==> config.mk <==
export PLATFORM = sky130hd
export DESIGN_NAME = fbb_frame_base
export DESIGN_NICKNAME = d
export VERILOG_FILES = /design/src/rtl/fbb_pkg.sv /design/src/rtl/fbb_regfile.sv /design/src/rtl/fbb_shadow.sv /design/src/rtl/fbb_status.sv /design/src/rtl/fbb_frame_base.sv
export SDC_FILE = /design/constraint.sdc
export NUM_CORES = 1
export LEC_CHECK = 0
export CORE_MARGIN = 2
export CORE_UTILIZATION = 35
export DETAILED_ROUTE_END_ITERATION = 6
export DONT_BUFFER_PORTS = 1
export HOLD_SLACK_MARGIN = 0.03
export PLACE_DENSITY = 0.57
export REMOVE_ABC_BUFFERS = 1
export SLEW_MARGIN = 20
export SYNTH_ARGS = -nofsm -noshare
export SYNTH_HDL_FRONTEND = slang
export SYNTH_SLANG_ARGS = --single-unit
export TNS_END_PERCENT = 1
==> constraint.sdc <==
create_clock -name clk -period 4.3 [get_ports clk]
set_input_delay 0.43 -clock clk [delete_from_list [all_inputs] [get_ports clk]]
set_output_delay 0.43 -clock clk [all_outputs]
set_load 0.01 [all_outputs]
==> src/rtl/fbb_pkg.sv <==
package fbb_pkg;
  localparam int unsigned REG_AW = 2;

  typedef enum logic [REG_AW-1:0] {
    FBB_UP   = 2'd0,
    FBB_LO   = 2'd1,
    FBB_CTRL = 2'd2,
    FBB_STAT = 2'd3
  } fbb_reg_e;

  localparam int unsigned CTRL_IE_BIT   = 0;
  localparam int unsigned CTRL_DUAL_BIT = 1;
  localparam int unsigned STAT_UPD_BIT  = 0;
  localparam int unsigned NUM_PANELS    = 2;
endpackage

==> src/rtl/fbb_regfile.sv <==
module fbb_regfile
  import fbb_pkg::*;
#(
  parameter int unsigned AW    = 32,
  parameter int unsigned ALIGN = 3
) (
  input  logic              clk,
  input  logic              rst_n,
  input  logic              wr,
  input  logic [REG_AW-1:0] addr,
  input  logic [AW-1:0]     wdata,
  input  logic              upd_flag,
  output logic [AW-1:0]     pend_up,
  output logic [AW-1:0]     pend_lo,
  output logic              ie,
  output logic              dual,
  output logic              stat_clr,
  output logic [AW-1:0]     rdata
);
  logic [AW-1:0] pend [NUM_PANELS];

  // one pending register per panel, each with its own select
  for (genvar p = 0; p < NUM_PANELS; p++) begin : g_pend
    always_ff @(posedge clk) begin
      if (!rst_n) begin
        pend[p] <= '0;
      end else if (wr && addr == REG_AW'(p)) begin
        pend[p] <= {wdata[AW-1:ALIGN], {ALIGN{1'b0}}};
      end
    end
  end

  assign pend_up = pend[FBB_UP];
  assign pend_lo = pend[FBB_LO];

  always_ff @(posedge clk) begin
    if (!rst_n) begin
      ie   <= 1'b0;
      dual <= 1'b0;
    end else if (wr && addr == FBB_CTRL) begin
      ie   <= wdata[CTRL_IE_BIT];
      dual <= wdata[CTRL_DUAL_BIT];
    end
  end

  assign stat_clr = wr && (addr == FBB_STAT) && wdata[STAT_UPD_BIT];

  always_comb begin
    rdata = '0;
    unique case (fbb_reg_e'(addr))
      FBB_UP:   rdata = pend[FBB_UP];
      FBB_LO:   rdata = pend[FBB_LO];
      FBB_CTRL: begin
        rdata[CTRL_IE_BIT]   = ie;
        rdata[CTRL_DUAL_BIT] = dual;
      end
      FBB_STAT: rdata[STAT_UPD_BIT] = upd_flag;
      default:  rdata = '0;
    endcase
  end
endmodule

==> src/rtl/fbb_shadow.sv <==
module fbb_shadow #(
  parameter int unsigned AW = 32
) (
  input  logic          clk,
  input  logic          rst_n,
  input  logic          load,
  input  logic [AW-1:0] pend,
  output logic [AW-1:0] active
);
  always_ff @(posedge clk) begin
    if (!rst_n) begin
      active <= '0;
    end else if (load) begin
      active <= pend;
    end
  end
endmodule

==> src/rtl/fbb_status.sv <==
module fbb_status (
  input  logic clk,
  input  logic rst_n,
  input  logic set,
  input  logic clr,
  input  logic ie,
  output logic flag,
  output logic irq
);
  // set has priority over a simultaneous clear
  always_ff @(posedge clk) begin
    if (!rst_n) begin
      flag <= 1'b0;
    end else if (set) begin
      flag <= 1'b1;
    end else if (clr) begin
      flag <= 1'b0;
    end
  end

  assign irq = flag & ie;
endmodule

==> src/rtl/fbb_frame_base.sv <==
module fbb_frame_base
  import fbb_pkg::*;
#(
  parameter int unsigned AW    = 32,
  parameter int unsigned ALIGN = 3
) (
  input  logic              clk,
  input  logic              rst_n,
  input  logic              reg_wr,
  input  logic [REG_AW-1:0] reg_addr,
  input  logic [AW-1:0]     reg_wdata,
  output logic [AW-1:0]     reg_rdata,
  input  logic              vsync,
  input  logic              ctrl_en,
  output logic [AW-1:0]     up_base,
  output logic [AW-1:0]     lo_base,
  output logic              dual_panel,
  output logic              irq
);
  logic [AW-1:0] pend_up, pend_lo;
  logic [AW-1:0] pend_v   [NUM_PANELS];
  logic [AW-1:0] active_v [NUM_PANELS];
  logic          ie, stat_clr, upd_flag;
  logic          en_q, en_rise, vs_copy, load;

  always_ff @(posedge clk) begin
    if (!rst_n) en_q <= 1'b0;
    else        en_q <= ctrl_en;
  end

  assign en_rise = ctrl_en & ~en_q;
  assign vs_copy = vsync & ctrl_en;
  assign load    = vs_copy | en_rise;

  fbb_regfile #(.AW(AW), .ALIGN(ALIGN)) u_regs (
    .clk      (clk),
    .rst_n    (rst_n),
    .wr       (reg_wr),
    .addr     (reg_addr),
    .wdata    (reg_wdata),
    .upd_flag (upd_flag),
    .pend_up  (pend_up),
    .pend_lo  (pend_lo),
    .ie       (ie),
    .dual     (dual_panel),
    .stat_clr (stat_clr),
    .rdata    (reg_rdata)
  );

  assign pend_v[FBB_UP] = pend_up;
  assign pend_v[FBB_LO] = pend_lo;

  for (genvar p = 0; p < NUM_PANELS; p++) begin : g_active
    fbb_shadow #(.AW(AW)) u_shadow (
      .clk    (clk),
      .rst_n  (rst_n),
      .load   (load),
      .pend   (pend_v[p]),
      .active (active_v[p])
    );
  end

  assign up_base = active_v[FBB_UP];
  assign lo_base = active_v[FBB_LO];

  fbb_status u_stat (
    .clk   (clk),
    .rst_n (rst_n),
    .set   (vs_copy),
    .clr   (stat_clr),
    .ie    (ie),
    .flag  (upd_flag),
    .irq   (irq)
  );
endmodule

# Yosys cells after proc, flatten, opt, wreduce, memory -nomap -nowiden

Memories as Yosys holds them, arrays and structs flattened.
Cells that the tools add are included.

Bits in registers: 68
Bits in latches: 0
Memory bits (writable): 58
Bits in read-only memories: 0
Input port bits: 39
Output and inout bits: 98
Word-level logic and storage cells: 38
Memories kept: 1

Memories:

| memory      | depth | width | read ports | clocked after memory_dff | write ports | RTL line          | text |
|---|---|---|---|---|---|---|---|
| u_regs.pend | 2     | 29    | 2          | 0                        | 2           | fbb_regfile.sv:20 | `logic [AW-1:0] pend [NUM_PANELS];` |

$add $sub $neg: 0
Multipliers: 0
Divide/modulo/power cells: 0
Order comparisons: 0
Equality and inequality tests: 3
Shifts and indexed selects: 0
Multiplexer cells: 14
Bitwise operators: 7
Reductions and logical operators: 7

Operators with widths:

| operator                                                        | count |
|---|---|
| 30-bit one-hot mux with 2 select lines                          | 1 |
| 29-bit two-way mux                                              | 2 |
| 1-bit two-way mux                                               | 9 |
| 1-bit logical AND                                               | 5 |
| 2-bit == test, second input constant                            | 2 |
| 1-bit one-hot mux with 4 select lines                           | 1 |
| 1-bit bitwise AND                                               | 3 |
| 1-bit bitwise OR                                                | 3 |
| 1-bit one-hot mux with 3 select lines                           | 1 |
| 2-bit by 1-bit == test with 1-bit output, second input constant | 1 |
| 2-bit zero test                                                 | 1 |
| 2-bit nonzero test                                              | 1 |
| 1-bit inverter                                                  | 1 |

# Longest topological paths before layout

Gate-level depths: netlist of the first run.

Depth after elaboration: 6
Mapped depth: 6

# Cells and area by module

Synthesis of the first run repeated with hierarchy kept, for this count alone.

Cell total of the unflattened synthesis: 466
Area, all modules: 5460.2 um^2

By module, submodules not included:

| module         | instances | cells an instance | area an instance (um^2) | seq. area each (um^2) |
|---|---|---|---|---|
| fbb_regfile    | 1         | 251               | 2875.3                  | 1781.7 |
| fbb_shadow     | 2         | 103               | 1243.7                  | 640.6 |
| fbb_frame_base | 1         | 5                 | 48.8                    | 20.0 |
| fbb_status     | 1         | 4                 | 48.8                    | 20.0 |

# Worst setup path before layout of the first run

No wires, ideal clock.

Path kind: input to register
From: input reg_addr[0]
To: memory u_regs.pend[0][0] (netlist name) (enable)
Setup time: 0.455 ns
Arrival: 2.909 ns
Data required time: 3.845 ns
Setup slack: 0.935 ns
Cell stages on the path: 3
Path buffers: 2
Path through: buf_2 buf_2 o21ai_0

RTL lines:

| item        | RTL line             | text |
|---|---|---|
| from (decl) | fbb_frame_base.sv:10 | `input logic [REG_AW-1:0] reg_addr,` |
| to (decl)   | fbb_regfile.sv:20    |  |

# Worst setup path in the final report of the first run

From: register en_q
To: register g_active[0].u_shadow.active[8] (read register of u_regs.pend)

Word-level cells in the longest chain between the ends: 3

Ends and longest elaborated chain:

| item                   | RTL line             | text |
|---|---|---|
| from (decl)            | fbb_frame_base.sv:24 | `logic en_q, en_rise, vs_copy, load;` |
| from (signal assigned) | fbb_frame_base.sv:28 | `else en_q <= ctrl_en;` |
| 1-bit inverter         | fbb_frame_base.sv:31 | `assign en_rise = ctrl_en & ~en_q;` |
| 1-bit bitwise AND      | fbb_frame_base.sv:31 |  |
| 1-bit bitwise OR       | fbb_frame_base.sv:33 | `assign load = vs_copy \| en_rise;` |
| to (decl)              | fbb_shadow.sv:8      | `output logic [AW-1:0] active` |

Every way passes these cells.
A chain may end at the register's enable or synchronous reset.

==> impl_metrics.json, run 1 <==
{
  "status": "finished clean",
  "yosysUniqueCellTypes": 22,
  "grt_pass1_wl_um": 17900,
  "synth_edf_count": 58,
  "max_freq_mhz": 618,
  "clockBufferDepth": 2,
  "p_int_mw": 2.21,
  "cts_setup_buffers": 0,
  "clk_latency_ns": 0.41,
  "slew_headroom_pct": 43.9,
  "slew_violations": 0,
  "finalSetupViolCount": 0,
  "post-route-util_pct": 40.4,
  "ys.warnings.count": 0,
  "holdBufCountCts": 0,
  "drive_above_1_share_pct": 7.52,
  "gp_congestion": 0.713,
  "synth_ff_type": "dfxtp_1",
  "place.detailed.hpwl_um": 6810,
  "cts_buffers": 17,
  "power.switching_mw": 0.645,
  "grt_pass1_vias": 3329,
  "initial_utilization_pct": 35.7,
  "endpoint_kind": "flip-flop",
  "core-area_mm2": 0.0145,
  "cp-start-kind": "flip-flop",
  "synthArstFlopShare_pct": 0,
  "p_per_area_mw_per_mm2": 488,
  "num_vias": 3249,
  "antenna_found_initial": 0,
  "synth_most_common_cell": "nand2_1",
  "min-delay-path-class": "in2reg",
  "cts.repair.resized": 0,
  "clkSinkCount": 120,
  "irDropWorstVdd_mv": 0.256,
  "reg2regPathDepth": 4,
  "syn_inst": 478,
  "fin_crit_sh_pct": 37.6,
  "drt_iter0_drc": 94,
  "synth-seq-cells": 120,
  "port_buffers": 0,
  "switching_share_pct": 22.6,
  "r2r_end": "g_active[0].u_shadow.active[8]",
  "vias_per_cell": 4.90,
  "die_area_mm2": 0.0158,
  "worst_slew_pin_slew_ns": 0.838,
  "antenna_left": 0,
  "fp-row-count": 44,
  "final_nets": 505,
  "setup.worst_path.start": "en_q",
  "seq_area_frac_synth_pct": 57.7,
  "rsz0062_at_grt": "false",
  "clk_pin_slew_ns": 0.05,
  "hold_viol_final": 0,
  "setup_tns_ns": 0,
  "die_y_um": 126,
  "grt_max_degree": 128,
  "area_growth_pct": 13.1,
  "drt-wirelength-per-cell_um": 17.2,
  "place_area_mm2": 0.00527,
  "worstPathArrival_ns": 1.95,
  "cts_tree": "built",
  "avgSynthCellArea_um2": 10.8,
  "htreeDepth": 4,
  "antenna_cells": 0,
  "drv_cap": 0,
  "wl_um": 11400,
  "fill_cells": 1414,
  "leakage_nw": 2.38,
  "root_buffer": "clkbuf_16",
  "r2r_slack_ns": 2.68,
  "synth_commonest_cells": "nand2_1 (122), mux2i_1 (88), dfxtp_1 (62)",
  "p_clk_share_pct": 46.9,
  "critical_path.endpoint": "g_active[0].u_shadow.active[8]",
  "ys_top_cells_by_area": "edfxtp_1 (34%), dfxtp_1 (24%), mux2i_1 (17%)",
  "whs_ns": 0.152,
  "required_ns": 4.63,
  "syn_area_mm2": 0.00517,
  "synth.top_cell.area_share_pct": 33.7,
  "drc": 0,
  "r2r-start": "en_q",
  "skew_ns": 0.00460,
  "grt_util_all_layers_pct": 14.9,
  "path_max_fanout": 35,
  "pwr-share-comb_pct": 5.9,
  "synth_top_area_cell": "edfxtp_1",
  "die_w_um": 126,
  "dr.pass1.iters": 4,
  "crit_type": "reg2reg",
  "layout_min_cycle_time_ns": 1.62,
  "ios": 137,
  "design_area_mm2": 0.00585,
  "grt-ovfl-total": 0,
  "seqPwrFrac_pct": 47.2
}
through the flow:
step | total power, mW | instances | setup slack (ns)
final | 2.85 | 663 | 2.68
after detailed placement | 1.54 | 630 | 2.19
after global placement | 1.53 | 628 | 2.27
after global routing | 2.97 | 663 | 2.60
after floorplan | 1.49 | 443 | 1.07
after CTS | 2.90 | 662 | 2.35
per-layer routing:
layer / track usage (%) / vias to the layer above / share of wire (%)
li1: - / 1550 / -
met1: 16.8 / 1588 / 43
met2: 25.1 / 96 / 48
met3: 5.56 / 15 / 6.7
met4: 6.80 / 0 / 2.0
met5: 0 / - / 0
placed cells by master (no fill, tap or decap), drive strengths merged:
cell      instances
nand2           122
mux2i            88
dfxtp            62
and2             60
edfxtp           58
nor2             30
clkbuf           20
clkinv            9
conb              7
nand3             4
buf               4
o21ai             3
nor2b             2
bufinv            2
nand2b            1
inv               1
a21boi            1
nor3b             1
and3              1
nand4             1
nand3b            1
clkinvlp          1
worst min-delay path by stage:
stage / endpoint / cells past startpoint / slack [ns] / from
2_1_floorplan: u_stat.flag / 2 / 0.44 / u_stat.flag
3_3_place_gp: u_stat.flag / 2 / 0.45 / u_stat.flag
3_5_place_dp: u_stat.flag / 2 / 0.46 / u_stat.flag
4_1_cts: en_q / 1 / 0.12 / ctrl_en
5_1_grt: en_q / 1 / 0.14 / ctrl_en
6_report: en_q / 1 / 0.15 / ctrl_en
flip-flops by register name, summed over array words and instances, names as in the netlist:
register                  cells
en_q                          1
u_regs.ie                     1
u_regs.dual                   1
u_stat.flag                   1
g_active.u_shadow.active     58
u_regs.pend                  58
cell type report:
type / instances / area, µm² / area share [%]
flip-flops and latches: 120 / 2980 / 51.0
multi-input cells: 322 / 1990 / 34.0
clock buffers: 20 / 447 / 7.64
well taps: 184 / 230 / 3.94
clock inverters: 12 / 108 / 1.84
repair buffers: 4 / 90.1 / 1.54
inverters: 1 / 3.75 / 0.0642
critical path: stages (launching register included):
cell      delay (ns)
dfxtp_1         0.32
a21boi_4        0.42
buf_16          0.23
buf_12          0.26
mux2i_1         0.24
power groups by stage:
stage | logic [mW] | clock network (mW) | registers [mW]
floorplan | 0.135 | 0 | 1.36
global placement | 0.161 | 0 | 1.37
detailed placement | 0.171 | 0 | 1.37
CTS | 0.171 | 1.38 | 1.35
global route | 0.188 | 1.43 | 1.35
finish | 0.169 | 1.34 | 1.35
kinds of logic after synthesis:
family                 count (synthesis)  synth area share (%)
and+or+nand+nor                      223                  19.8
DFF                                  120                  57.7
muxes                                 88                  17.0
buffers and inverters                 42                  4.89
AOI/OAI and AO/OA                      4                 0.508
other                                  1                0.0725
No activity file was read; power rests on OpenSTA's default activity.
==> run 2: changes to the inputs <==
Clock period 4.3 ns to 1.6 ns, I/O delays scaled along.
==> impl_metrics.json, run 2 (synthesized netlist as in run 1, its figures left out) <==
{
  "status": "finished clean",
  "fin_crit_sh_pct": 82.5,
  "clockBufferDepth": 2,
  "reg.largest.list": "g_active.u_shadow.active x58, u_regs.pend x58",
  "drc": 0,
  "place.detailed.hpwl_um": 6950,
  "cpPeakStageDelay_ns": 0.67,
  "fill_cells": 1341,
  "grt-ovfl-total": 0,
  "layout_min_cycle_time_ns": 1.32,
  "cts_buffers": 17,
  "drv_cap": 0,
  "area_growth_pct": 32.3,
  "grt_max_degree": 68,
  "max_freq_mhz": 757,
  "cp-start-kind": "primary input",
  "clk_latency_ns": 0.41,
  "die_y_um": 126,
  "antenna_cells": 0,
  "htreeDepth": 4,
  "finalSetupViolCount": 0,
  "port_buffers": 0,
  "slowest_stage": "dlygate4sd3_1",
  "clk_pin_slew_ns": 0.06,
  "grt_pass1_wl_um": 21700,
  "grt_util_all_layers_pct": 17.7,
  "worstPathArrival_ns": 1.42,
  "ios": 137,
  "post-route-util_pct": 47.2,
  "min-delay-path-class": "in2reg",
  "drive_above_1_share_pct": 7.11,
  "cts_setup_buffers": 0,
  "cts_tree": "built",
  "fp-row-count": 44,
  "required_ns": 1.70,
  "cts.repair.resized": 0,
  "multi_input_area_mm2": 0.00199,
  "num_vias": 3739,
  "setup_tns_ns": 0,
  "antenna_left": 0,
  "wl_um": 13400,
  "drt_iter0_drc": 112,
  "dr.pass1.iters": 4,
  "path_max_fanout": 35,
  "core-area_mm2": 0.0145,
  "initial_utilization_pct": 35.7,
  "clkSinkCount": 120,
  "root_buffer": "clkbuf_16",
  "gp_congestion": 0.697,
  "grt_pass1_vias": 4083,
  "rsz0062_at_grt": "false",
  "skew_ns": 0.00744,
  "crit_chain": "dlygate4sd3_1, o21ai_4, buf_12",
  "die_w_um": 126,
  "crit_type": "in2reg",
  "irDropWorstVdd_mv": 0.730,
  "power.switching_mw": 1.81,
  "drt-wirelength-per-cell_um": 17.5,
  "seqPwrFrac_pct": 44.8,
  "p_per_area_mw_per_mm2": 1180,
  "final_nets": 603,
  "p_clk_share_pct": 46.8,
  "final_cell_mix": "nand2_1 (121), dlygate4sd3_1 (93), mux2i_1 (88)",
  "hold_viol_final": 0,
  "switching_share_pct": 22.4,
  "leakage_nw": 2.69,
  "slew_violations": 0,
  "final_common_cell": "nand2_1",
  "holdBufCountCts": 94,
  "vias_per_cell": 4.91,
  "antenna_found_initial": 0,
  "p_int_mw": 6.26,
  "endpoint_kind": "flip-flop",
  "die_area_mm2": 0.0158,
  "regArea_mm2": 0.00298,
  "pwr-share-comb_pct": 8.4
}
[run 2: changes by cell type in the layout (fill, tap and decap cells not counted), sizes merged]
| cell | change |
|---|---|
| clkinv | -3 |
| bufinv | +1 |
| buf | +5 |
| clkbuf | +2 |
| dlygate4sd3 | +93 |
[run 2: stage by stage]
stage / worst slack, ns / total power [mW] / instances / hold WS, ns / instance area (µm²)
after floorplan: -1.36 / 4.01 / 443 / 0.282 / 4940
after global placement: 0.440 / 4.13 / 635 / 0.291 / 5300
after detailed placement: 0.363 / 4.15 / 635 / 0.297 / 5300
after CTS: 0.288 / 8.17 / 761 / 0.0871 / 6840
after global routing: 0.228 / 8.40 / 761 / 0.102 / 6840
final: 0.280 / 8.07 / 761 / 0.110 / 6840
[run 2: layout make-up]
type | instances | share of cell area, %
timing repair buffer | 102 | 15.4
multi-input combinational | 322 | 29.0
tap | 184 | 3.37
sequential | 120 | 43.6
inverter | 1 | 0.0549
clock buffer | 22 | 6.64
clock inverter | 10 | 1.85
[run 2: power by group through the flow]
| stage | sequential [mW] | combinational, mW | clock, mW |
|---|---|---|---|
| global placement | 3.67 | 0.454 | 0 |
| global route | 3.64 | 0.748 | 4.01 |
| finish | 3.62 | 0.676 | 3.78 |
| floorplan | 3.64 | 0.364 | 0 |
| detailed placement | 3.68 | 0.469 | 0 |
| CTS | 3.62 | 0.681 | 3.87 |
[run 2: critical path, delay by kind of cell]
family                 cells  cell delay (ns)
AOI/OAI and AO/OA          1             0.32
buffers and inverters      2             0.93
[run 2: final timing paths]
check	start	endpoint	slack, ns	depth (start not counted)
max reg2reg	g_active[0].u_shadow.active[27]	g_active[0].u_shadow.active[27]	0.32	3
max	reg_addr[0]	u_regs.pend[0][18]	0.28	3
min reg2reg	u_stat.flag	u_stat.flag	0.47	2
min	reg_wr	u_regs.pend[0][25]	0.11	2
[run 2: routing by layer]
metal	global-route usage, %	vias up	share of wire [%]
met5	0	-	0
met4	7.19	0	1.7
met3	5.91	14	6.3
met2	29.5	115	49
met1	21.1	1862	43
li1	-	1748	-
